==> config.mk <==
export PLATFORM = sky130hd
export DESIGN_NAME = dram_bank_ctrl
export DESIGN_NICKNAME = d
export VERILOG_FILES = /design/src/rtl/dbc_pkg.sv /design/src/rtl/dbc_decode.sv /design/src/rtl/dbc_refresh.sv /design/src/rtl/dbc_seq.sv /design/src/rtl/dram_bank_ctrl.sv
export SDC_FILE = /design/constraint.sdc
export NUM_CORES = 1
export LEC_CHECK = 0
export BUFFER_PORTS_ARGS = -buffer_cell sky130_fd_sc_hd__buf_2
export CAP_MARGIN = 20
export CORE_ASPECT_RATIO = 1.2
export CORE_MARGIN = 2
export CORE_UTILIZATION = 26
export DETAILED_ROUTE_END_ITERATION = 16
export GPL_TIMING_DRIVEN = 1
export HOLD_SLACK_MARGIN = 0.08
export PLACE_DENSITY = 0.53
export REMOVE_ABC_BUFFERS = 1
export SLEW_MARGIN = 30
export SYNTH_ARGS = -nofsm -noshare
export SYNTH_HDL_FRONTEND = slang
export SYNTH_SLANG_ARGS = --single-unit
==> constraint.sdc <==
create_clock -name clk -period 2.25 [get_ports clk]
set_input_delay 0.45 -clock clk [delete_from_list [all_inputs] [get_ports clk]]
set_output_delay 0.45 -clock clk [all_outputs]
set_load 0.005 [all_outputs]
==> src/rtl/dbc_pkg.sv <==
package dbc_pkg;
  // round a time in ns up to whole clock cycles
  function automatic int ns_to_cycles(input int ns, input int clk_ns);
    return (ns + clk_ns - 1) / clk_ns;
  endfunction

  // true when the upper address bits name the given 4K window
  function automatic logic window_hit(input logic [3:0] upper, input logic [3:0] base);
    return upper == base;
  endfunction

  typedef enum logic [1:0] {ST_IDLE, ST_SETUP, ST_STROBE} seq_state_t;
endpackage

==> src/rtl/dbc_decode.sv <==
module dbc_decode #(
  parameter int ADDR_W = 16,
  parameter int BANK_AW = 12
) (
  input  logic [ADDR_W-1:0]         addr,
  input  logic [ADDR_W-BANK_AW-1:0] base0,
  input  logic [ADDR_W-BANK_AW-1:0] base1,
  output logic                      hit,
  output logic                      bank
);
  import dbc_pkg::*;
  logic hit0, hit1;
  assign hit0 = window_hit(addr[ADDR_W-1:BANK_AW], base0);
  assign hit1 = window_hit(addr[ADDR_W-1:BANK_AW], base1);
  assign hit  = hit0 | hit1;
  // bank 0 wins when both windows overlap
  assign bank = hit0 ? 1'b0 : 1'b1;
endmodule

==> src/rtl/dbc_refresh.sv <==
module dbc_refresh #(
  parameter int ROW_W = 6,
  parameter int REF_PERIOD = 200
) (
  input  logic             clk,
  input  logic             rst_n,
  input  logic             ref_start,
  input  logic             ref_done,
  output logic             ref_pend,
  output logic [ROW_W-1:0] row
);
  localparam int TW = $clog2(REF_PERIOD + 1);
  logic [TW-1:0] tick;
  logic          tick_end;

  assign tick_end = (tick == TW'(REF_PERIOD - 1));

  always_ff @(posedge clk) begin
    if (!rst_n) begin
      tick     <= '0;
      ref_pend <= 1'b0;
      row      <= '0;
    end else begin
      tick <= tick_end ? '0 : tick + 1'b1;
      if (tick_end)       ref_pend <= 1'b1;
      else if (ref_start) ref_pend <= 1'b0;
      if (ref_done) row <= row + 1'b1;
    end
  end

  a_r7_row_step: assert property (@(posedge clk) disable iff (!rst_n)
    ref_done |=> row == $past(row) + 1'b1);
endmodule

==> src/rtl/dbc_seq.sv <==
module dbc_seq #(
  parameter int STROBE_CLKS = 20,
  parameter int HOLD_CLKS = 13,
  parameter int CLK_NS = 20,
  parameter int MIN_HOLD_NS = 150
) (
  input  logic       clk,
  input  logic       rst_n,
  input  logic       acc_go,
  input  logic       acc_bank,
  input  logic       acc_we,
  input  logic       protect,
  input  logic       ref_pend,
  output logic [1:0] cen,
  output logic [1:0] mem_we,
  output logic       mux_ref,
  output logic       ref_start,
  output logic       ref_done,
  output logic       bus_ack
);
  import dbc_pkg::*;
  localparam int CW = $clog2(STROBE_CLKS + 1);

  seq_state_t    state;
  logic          kind_ref, bank_q, we_q;
  logic [CW-1:0] cnt;
  logic          last, in_strobe;
  logic [1:0]    bank_oh;

  assign in_strobe = (state == ST_STROBE);
  assign last      = in_strobe && (cnt == CW'(STROBE_CLKS - 1));
  assign ref_start = (state == ST_IDLE) && ref_pend;
  assign ref_done  = last && kind_ref;
  assign bus_ack   = last && !kind_ref;
  assign bank_oh   = bank_q ? 2'b10 : 2'b01;
  assign cen       = in_strobe ? (kind_ref ? 2'b11 : bank_oh) : 2'b00;
  assign mem_we    = (in_strobe && !kind_ref && we_q) ? bank_oh : 2'b00;

  always_ff @(posedge clk) begin
    if (!rst_n) begin
      state    <= ST_IDLE;
      kind_ref <= 1'b0;
      bank_q   <= 1'b0;
      we_q     <= 1'b0;
      mux_ref  <= 1'b0;
      cnt      <= '0;
    end else begin
      unique case (state)
        ST_IDLE: begin
          if (ref_pend) begin
            kind_ref <= 1'b1;
            mux_ref  <= 1'b1;
            state    <= ST_SETUP;
          end else if (acc_go) begin
            kind_ref <= 1'b0;
            bank_q   <= acc_bank;
            we_q     <= acc_we & ~protect;
            mux_ref  <= 1'b0;
            state    <= ST_SETUP;
          end
        end
        ST_SETUP: begin
          cnt   <= '0;
          state <= ST_STROBE;
        end
        ST_STROBE: begin
          cnt <= cnt + 1'b1;
          if (cnt == CW'(HOLD_CLKS - 1)) mux_ref <= !kind_ref;
          if (last) state <= ST_IDLE;
        end
        default: state <= ST_IDLE;
      endcase
    end
  end

  a_r4_mux_steady_at_rise: assert property (@(posedge clk) disable iff (!rst_n)
    $rose(in_strobe) |-> $stable(mux_ref));
  a_r5_hold_margin: assert property (@(posedge clk) disable iff (!rst_n)
    (in_strobe && $past(in_strobe) && mux_ref != $past(mux_ref))
      |-> (int'(cnt) * CLK_NS >= MIN_HOLD_NS));
  a_r2_single_bank: assert property (@(posedge clk) disable iff (!rst_n)
    (in_strobe && !kind_ref) |-> $onehot0(cen));
  a_r11_ack_pulse: assert property (@(posedge clk) disable iff (!rst_n)
    bus_ack |=> !bus_ack);
endmodule

==> src/rtl/dram_bank_ctrl.sv <==
module dram_bank_ctrl #(
  parameter int ADDR_W = 16,
  parameter int BANK_AW = 12,
  parameter int ROW_W = 6,
  parameter int CLK_NS = 20,
  parameter int HOLD_NS = 250,
  parameter int MIN_HOLD_NS = 150,
  parameter int STROBE_CLKS = 20,
  parameter int REF_PERIOD = 200
) (
  input  logic                      clk,
  input  logic                      rst_n,
  input  logic                      bus_req,
  input  logic                      bus_we,
  input  logic [ADDR_W-1:0]         bus_addr,
  input  logic [ADDR_W-BANK_AW-1:0] base0,
  input  logic [ADDR_W-BANK_AW-1:0] base1,
  input  logic [1:0]                protect_sel,
  output logic [BANK_AW-1:0]        mem_addr,
  output logic                      mux_refresh,
  output logic [1:0]                cen,
  output logic [1:0]                mem_we,
  output logic                      bus_wait,
  output logic                      bus_ack
);
  import dbc_pkg::*;
  localparam int HOLD_CLKS = ns_to_cycles(HOLD_NS, CLK_NS);

  logic             hit, bank, ref_pend, ref_start, ref_done, protect;
  logic [ROW_W-1:0] row;

  assign protect = protect_sel[1];

  dbc_decode #(.ADDR_W(ADDR_W), .BANK_AW(BANK_AW)) u_dec (
    .addr(bus_addr), .base0(base0), .base1(base1), .hit(hit), .bank(bank));

  dbc_refresh #(.ROW_W(ROW_W), .REF_PERIOD(REF_PERIOD)) u_ref (
    .clk(clk), .rst_n(rst_n), .ref_start(ref_start), .ref_done(ref_done),
    .ref_pend(ref_pend), .row(row));

  dbc_seq #(.STROBE_CLKS(STROBE_CLKS), .HOLD_CLKS(HOLD_CLKS),
            .CLK_NS(CLK_NS), .MIN_HOLD_NS(MIN_HOLD_NS)) u_seq (
    .clk(clk), .rst_n(rst_n), .acc_go(bus_req & hit), .acc_bank(bank),
    .acc_we(bus_we), .protect(protect), .ref_pend(ref_pend), .cen(cen),
    .mem_we(mem_we), .mux_ref(mux_refresh), .ref_start(ref_start),
    .ref_done(ref_done), .bus_ack(bus_ack));

  assign mem_addr = mux_refresh ? BANK_AW'(row) : bus_addr[BANK_AW-1:0];
  assign bus_wait = bus_req & hit & ~bus_ack;

  a_r9_miss_quiet: assert property (@(posedge clk) disable iff (!rst_n)
    (bus_req && !hit) |-> (!bus_wait && !bus_ack));
  a_r6_refresh_no_write: assert property (@(posedge clk) disable iff (!rst_n)
    (cen == 2'b11) |-> (mem_we == 2'b00));
  a_r3_protect_no_write: assert property (@(posedge clk) disable iff (!rst_n)
    ($rose(|cen) && protect) |-> (mem_we == 2'b00));
endmodule

==> out/metrics.cfg, run 1 <==
[sta]
finalWorstPathRequiredPeriod_ns=2.04
setup-violations-final=0
slew_headroom_pct=62.8
rsz0062_at_grt=no
timing.setup.tns_ns=0
fin_ws_ns=0.207
achievable-frequency_mhz=490
clock_skew_ns=0.00454
timing.final.crit_share_pct=90.8
tightest_slew_ns=0.552
finalHoldViolCount=0
drv_slew=0

[logic_synthesis]
mapped_cell_area_mm2=0.00158
yosys-mux-area-fraction_pct=6.25
synth.top_cells.by_area=sky130_fd_sc_hd__dfxtp_1 (33%), sky130_fd_sc_hd__xor2_1 (6.6%), sky130_fd_sc_hd__ha_1 (6.3%)
synth_sequential_area_ratio_pct=32.9
async_reset_ff_share_pct=0
synthesis.area_per_instance_um2=8.88
post_synthesis_share_of_cell_area_spent_on_full_adders_half_adders_and_majority_gates_pct=6.33
ys_dominant_reg_cell=sky130_fd_sc_hd__dfxtp_1
yosysWarnings=0
synth_compound_gate_area_share_pct=11.0
post-synth-top-area-fraction_pct=32.9
netlist.top_cell.by_area=sky130_fd_sc_hd__dfxtp_1
dominant_combinational_cell_family_by_area_after_synthesis=simple AND/OR/NAND/NOR gates
synth_commonest_cells=sky130_fd_sc_hd__dfxtp_1 (26), sky130_fd_sc_hd__nor2_1 (14), sky130_fd_sc_hd__nand2_1 (12), sky130_fd_sc_hd__xor2_1 (12), sky130_fd_sc_hd__xnor2_1 (11)
most_numerous_cell_in_the_yosys_netlist=sky130_fd_sc_hd__dfxtp_1
syn-instance-count=178
synthSimpleGateAreaFrac_pct=26.3
postSynthRegisterBits=26
synth.distinct_cells=42
post_synthesis_share_of_cell_area_spent_on_xor_and_xnor_gates_pct=12.7
synth-edff-count=0

[finish]
final.fill_count=650
nNetsFinal=265
share_of_layout_cells_above_drive_strength_1_pct=29.6
finish.utilization_pct=33.3
syn_to_final_growth_pct=25.8
post-route-cell-area_mm2=0.00199
diodes=0
layout.cells.non_filler=308

[hold_path]
holdCritPathClass=register to register
worst_hold_path.num_cells=1
min_from=u_ref.tick[0]$_SDFF_PP0_
min_to=u_ref.tick[0]$_SDFF_PP0_

[global_route]
via_count_of_the_first_global_routing_pass=1253
grt_pass1_wl_mm=5.49
grt.overflow.total=0
grt_antenna_before_repair=0
gr-usage-all-layers_pct=10.2
pin_count_of_the_biggest_net_entering_global_routing=26

[detailed_routing]
drt-pass1-iter-count=4
drt-wirelength-per-cell_um=10.6
drtAntennaViolNets=0
remaining_drc_errors=0
drt-initial-drc-count=34
via_per_inst=4.53
via_count=1396
routed_wirelength_mm=3.28

[die]
die_area_mm2=0.00673
die_y_um=89.4
floorplan.core_area_mm2=0.00597
io_pins=49
die_w_um=75.2
start_util_pct=26.5
floorplan.rows=31

[place]
numPlacedInstances=304
port-buffer-count=47
post-dp-hpwl_mm=2.51
detailed_place.area_mm2=0.00191
gp_routability_congestion=0.800
pre_cts_slack_ns=0.265

[power]
irDropWorstVdd_mv=0.363
powerDensity_mw_per_mm2=668
p_leak_nw=0.875

[cts]
cts_max_level=1
clk-insertion-delay-late_ns=0.27
cts.path.max_buffers=2
cts_post_setup_buffers_inserted=0
path_clk_slew_ns=0.10
cts_inserted_buffers=3
clock-root-buffer=sky130_fd_sc_hd__clkbuf_8
clock_sinks=26
cts_tree=yes

[setup_path]
crit_path_end_kind=primary output
worst-r2r-cell-count=6
critPathArrivalTime_ns=1.59
crit_path_max_incr_delay_ns=0.36
worstReg2RegStart=u_seq.state[0]$_SDFFE_PN0P_
crit_buf_inv=3
timing.critical_path.slowest_stage_cell=sky130_fd_sc_hd__dfxtp_1
cpMostUsedCell=sky130_fd_sc_hd__inv_1
reg2reg_to=u_seq.we_q$_SDFFE_PN0P_
cp.required_ns=1.80
critical_path.cell_chain=inv_1 > ha_1 > inv_1 > nor4b_1 > buf_2
path_max_fanout=5
crit_type=register to primary output
rrSetupSlack_ns=0.47
timing.critical_path.max_delay_family=buffers and inverters
nature_of_the_critical_path_startpoint=register

[outcome]
status=completed

[job]
maxCapViolCount=0

-- kinds of logic (layout without fill, tap and decap cells) --
logic type	Yosys count	in the layout
AO/OA/AOI/OAI	24	24
XOR/XNOR	23	23
adder cells (fa/ha/maj)	8	8
buffers and inverters	16	64
flip-flops	26	26
multiplexers	9	9
AND/OR/NAND/NOR	72	72
-- state kept, by name, indices dropped and copies added, names as in the netlist --
name,cells
u_ref.ref_pend,1
u_seq.bank_q,1
u_seq.kind_ref,1
u_seq.we_q,1
u_seq.state,2
u_ref.tick,8
u_ref.row,6
u_seq.mux_ref,1
u_seq.cnt,5
-- where the power goes --
group          total [mW]  internal [mW]  switching [mW]
registers           0.531          0.493          0.0380
clock network       0.390          0.238           0.152
logic               0.409          0.184           0.224
total                1.33          0.915           0.414
-- metal layers --
layer	GRT usage [%]	routed length [µm]	vias up
li1	-	-	714
met1	12.3	1460	636
met2	17.1	1560	40
met3	3.04	213	6
met4	3.51	53	0
met5	0	0	-
-- through the flow --
| stage | hold WS [ns] | total power, mW |
|---|---|---|
| floorplan | 0.413 | 0.812 |
| global placement | 0.430 | 0.947 |
| detailed placement | 0.434 | 0.950 |
| CTS | 0.449 | 1.35 |
| global route | 0.471 | 1.44 |
| finish | 0.442 | 1.33 |
-- layout by cell type (no fill, tap or decap), drive strengths merged, types with 2 or more instances in the layout --
cell / instances
nand2b: 2
nand4: 5
xor2: 12
a211oi: 2
mux2i: 2
a21oi: 3
ha: 8
dfxtp: 26
nand3: 8
o211ai: 2
nor2b: 9
and3: 2
nor4: 3
inv: 9
a31oi: 2
a211o: 3
and2: 7
buf: 51
nor3: 3
nand2: 13
o2111ai: 2
xnor2: 11
nor2: 14
o21ai: 3
mux2: 7
a21boi: 2
clkbuf: 3
-- worst max path at each step --
| stage | from | endpoint | depth (start not counted) |
|---|---|---|---|
| after floorplan | u_seq.cnt[0]$_SDFFE_PN0P_ | bus_wait | 4 |
| after global placement | bus_addr[14] | bus_wait | 6 |
| after detailed placement | bus_addr[14] | bus_wait | 6 |
| after CTS | u_seq.state[0]$_SDFFE_PN0P_ | bus_wait | 6 |
| after global routing | u_seq.state[0]$_SDFFE_PN0P_ | mem_we[0] | 5 |
| final | u_seq.state[0]$_SDFFE_PN0P_ | mem_we[0] | 5 |
-- final cells by class --
type | instances | area (µm²) | share of cell area [%]
sequential | 26 | 520 | 26.2
multi-input combinational | 136 | 996 | 50.1
timing repair buffer | 51 | 265 | 13.3
clock buffer | 3 | 41.3 | 2.08
clock inverter | 1 | 30.0 | 1.51
inverter | 9 | 33.8 | 1.70
tap | 82 | 103 | 5.16
-- what timing repair did --
item | in CTS | in global routing
hold buffers | 0 | 0
gates resized for setup | 0 | 1
setup endpoints to repair | 0 | 1
Power figures use the tool's default switching activity.
==> run 2, diff against run 1 <==
--- a/config.mk
+++ b/config.mk
@@ -7,13 +7,15 @@
 export LEC_CHECK = 0
 export BUFFER_PORTS_ARGS = -buffer_cell sky130_fd_sc_hd__buf_2
 export CAP_MARGIN = 20
+export CELL_PAD_IN_SITES_DETAIL_PLACEMENT = 0
+export CELL_PAD_IN_SITES_GLOBAL_PLACEMENT = 1
 export CORE_ASPECT_RATIO = 1.2
 export CORE_MARGIN = 2
 export CORE_UTILIZATION = 26
 export DETAILED_ROUTE_END_ITERATION = 16
 export GPL_TIMING_DRIVEN = 1
 export HOLD_SLACK_MARGIN = 0.08
-export PLACE_DENSITY = 0.53
+export PLACE_DENSITY = 0.66
 export REMOVE_ABC_BUFFERS = 1
 export SLEW_MARGIN = 30
 export SYNTH_ARGS = -nofsm -noshare
==> constraint.sdc (replaced) <==
create_clock -name clk -period 2.6 [get_ports clk]
set_input_delay 0.52 -clock clk [delete_from_list [all_inputs] [get_ports clk]]
set_output_delay 0.52 -clock clk [all_outputs]
set_load 0.1 [all_outputs]
==> run 2 against run 1 <==
  * Design area is 1.3% higher
  * Sequential share of layout area fell by 0.32 points
  * Worst hold slack improved by 0.0028 ns
  * Routed wire length grew 1.3%
  * Non-clock buffer count unchanged
  * First-iteration DRC count grew 85%
  * Total power is 1.6% higher
  * Clock power decreased by 13%
  * Via count decreased by 1.3%
  * Largest power group is now combinational cells
  * Die area did not move
==> out/metrics.cfg, run 2 (synthesis gave the netlist of run 1 again) <==
[finish]
top_regs=u_ref.tick x8, u_ref.row x6, u_seq.cnt x5  ; unchanged
nNetsFinal=265  ; unchanged
final.fill_count=657  ; was 650
largest_register_ffs=8  ; unchanged
syn_to_final_growth_pct=27.4  ; was 25.8%
finish.utilization_pct=33.7  ; was 33.3%
diodes=0  ; unchanged
layout.cells.most_common=sky130_fd_sc_hd__buf_2  ; unchanged
layout.cells.non_filler=308  ; unchanged
share_of_layout_cells_above_drive_strength_1_pct=29.2  ; was 29.6%
mostFrequentLayoutCells=sky130_fd_sc_hd__buf_2 (45), sky130_fd_sc_hd__dfxtp_1 (26), sky130_fd_sc_hd__nor2_1 (14)  ; was sky130_fd_sc_hd__buf_2 (47), sky130_fd_sc_hd__dfxtp_1 (26), sky130_fd_sc_hd__nor2_1 (14)
largest_register=u_ref.tick  ; unchanged

[die]
io_pins=49  ; unchanged
floorplan.core_area_mm2=0.00597  ; unchanged
start_util_pct=26.5  ; unchanged
die_y_um=89.4  ; unchanged
floorplan.rows=31  ; unchanged
die_area_mm2=0.00673  ; unchanged
die_w_um=75.2  ; unchanged

[sta]
drv_slew=0  ; unchanged
rsz0062_at_grt=no  ; unchanged
finalHoldViolCount=0  ; unchanged
setup-violations-final=0  ; unchanged
tightest_slew_ns=0.537  ; was 0.552 ns
fin_ws_ns=0.301  ; was 0.207 ns
finalWorstPathRequiredPeriod_ns=2.30
clock_skew_ns=0.0104  ; was 0.00454 ns
timing.final.crit_share_pct=88.4
fin_hold_ws_ns=0.445  ; was 0.442 ns
slew_headroom_pct=63.8  ; was 62.8%
achievable-frequency_mhz=435

[global_route]
grt_antenna_before_repair=0  ; unchanged
pin_count_of_the_biggest_net_entering_global_routing=26  ; unchanged
grt_pass1_wl_mm=5.38  ; was 5.49 mm
gr-usage-all-layers_pct=10.1  ; was 10.2%
grt.overflow.total=0  ; unchanged
via_count_of_the_first_global_routing_pass=1220  ; was 1253

[power]
finalPower_mw=1.35  ; was 1.33 mW
powerDensity_mw_per_mm2=670  ; was 668 mW/mm²
irDropWorstVdd_mv=0.313  ; was 0.363 mV
p_leak_nw=0.880  ; was 0.875 nW

[detailed_routing]
drtAntennaViolNets=0  ; unchanged
drt-initial-drc-count=63  ; was 34
via_count=1378  ; was 1396
routed_wirelength_mm=3.32  ; was 3.28 mm
remaining_drc_errors=0  ; unchanged
drt-pass1-iter-count=5  ; was 4
via_per_inst=4.47  ; was 4.53
drt-wirelength-per-cell_um=10.8  ; was 10.6 µm

[cts]
cts_resized=0  ; unchanged
clock_sinks=26  ; unchanged
clock-root-buffer=sky130_fd_sc_hd__clkbuf_8  ; unchanged
post_cts_hold_buffer_count=0  ; unchanged
cts_max_level=1  ; unchanged
cts_inserted_buffers=3  ; unchanged
path_clk_slew_ns=0.10  ; about the same
clk-insertion-delay-late_ns=0.28  ; was 0.27 ns
cts_tree=yes  ; unchanged
cts_post_setup_buffers_inserted=0  ; unchanged
cts.path.max_buffers=2  ; unchanged

[place]
gp_routability_congestion=0.735  ; was 0.800
post-dp-hpwl_mm=2.56  ; was 2.51 mm
numPlacedInstances=304  ; unchanged
pre_cts_slack_ns=0.288  ; was 0.265 ns
port-buffer-count=47  ; unchanged

[setup_path]
cp.required_ns=2.08  ; was 1.80 ns
path_max_fanout=5  ; unchanged
crit_type=register to primary output  ; unchanged
nature_of_the_critical_path_startpoint=register  ; unchanged
cpMostUsedCell=sky130_fd_sc_hd__inv_1  ; unchanged
crit_path_max_incr_delay_ns=0.48  ; was 0.36 ns
critical_path.cell_chain=inv_1 > ha_1 > inv_1 > nor4b_1 > buf_2  ; unchanged
timing.critical_path.max_delay_family=buffers and inverters  ; unchanged
cp-startpoint=u_seq.state[0]$_SDFFE_PN0P_  ; unchanged
timing.critical_path.slowest_stage_cell=sky130_fd_sc_hd__buf_2  ; was sky130_fd_sc_hd__dfxtp_1
worstReg2RegStart=u_seq.state[0]$_SDFFE_PN0P_  ; unchanged
crit_buf_inv=3  ; unchanged
crit_path_end_kind=primary output  ; unchanged
critPathArrivalTime_ns=1.78  ; was 1.59 ns

[hold_path]
min_from=u_ref.tick[0]$_SDFF_PP0_  ; unchanged
holdCritPathClass=register to register  ; unchanged

[outcome]
status=completed  ; unchanged

[job]
maxCapViolCount=0  ; unchanged

## run 2: cell counts in the layout (fill, tap and decap cells not counted)
No cell type changed its count.
## run 2: per-layer routing
| metal | wire length (µm) | vias up | GRT usage [%] |
|---|---|---|---|
| met5 | 0 | - | 0 |
| met4 | 17 | 0 | 1.91 |
| met3 | 199 | 5 | 2.37 |
| met2 | 1600 | 37 | 17.9 |
| met1 | 1500 | 619 | 12.6 |
| li1 | - | 717 | - |
## run 2: where the power goes
part / internal (mW) / leakage [nW] / total (mW) / switching [mW]
combinational: 0.162 / 0.633 / 0.550 / 0.388
clock: 0.206 / 0.0357 / 0.341 / 0.134
sequential: 0.426 / 0.211 / 0.459 / 0.0330
total: 0.794 / 0.880 / 1.35 / 0.556
## run 2: layout make-up
cell class	instances	area, µm²	share of cell area [%]
multi-input combinational	136	991	49.2
sequential	26	520	25.8
timing repair buffer	51	295	14.7
tap	82	103	5.09
clock buffer	3	41.3	2.05
inverter	9	33.8	1.68
clock inverter	1	30.0	1.49
## run 2: path summary, 6_finish.rpt
check | to | slack [ns] | cells after the start
worst max-delay path | mem_we[0] | 0.30 | 5
worst min-delay path | u_ref.tick[0]$_SDFF_PP0_ | 0.44 | 1
worst max register to register | u_seq.mux_ref$_SDFFE_PN0P_ | 0.76 | 7
worst min register to register | u_ref.tick[0]$_SDFF_PP0_ | 0.44 | 1
## run 2: stage by stage
| stage | cell area [µm²] | setup TNS (ns) |
|---|---|---|
| global route | 2010 | 0 |
| floorplan | 1550 | -6.72 |
| global placement | 1940 | 0 |
| detailed placement | 1940 | 0 |
| finish | 2010 | 0 |
| CTS | 2010 | 0 |
## run 2: worst reg2reg max path, stage by stage, from the launching register on
cell                       delay (ns)
sky130_fd_sc_hd__dfxtp_1         0.39
sky130_fd_sc_hd__inv_1           0.10
sky130_fd_sc_hd__ha_1            0.22
sky130_fd_sc_hd__buf_4           0.17
sky130_fd_sc_hd__and4b_1         0.18
sky130_fd_sc_hd__a22oi_1         0.22
sky130_fd_sc_hd__mux2_2          0.37
sky130_fd_sc_hd__o311ai_0        0.09
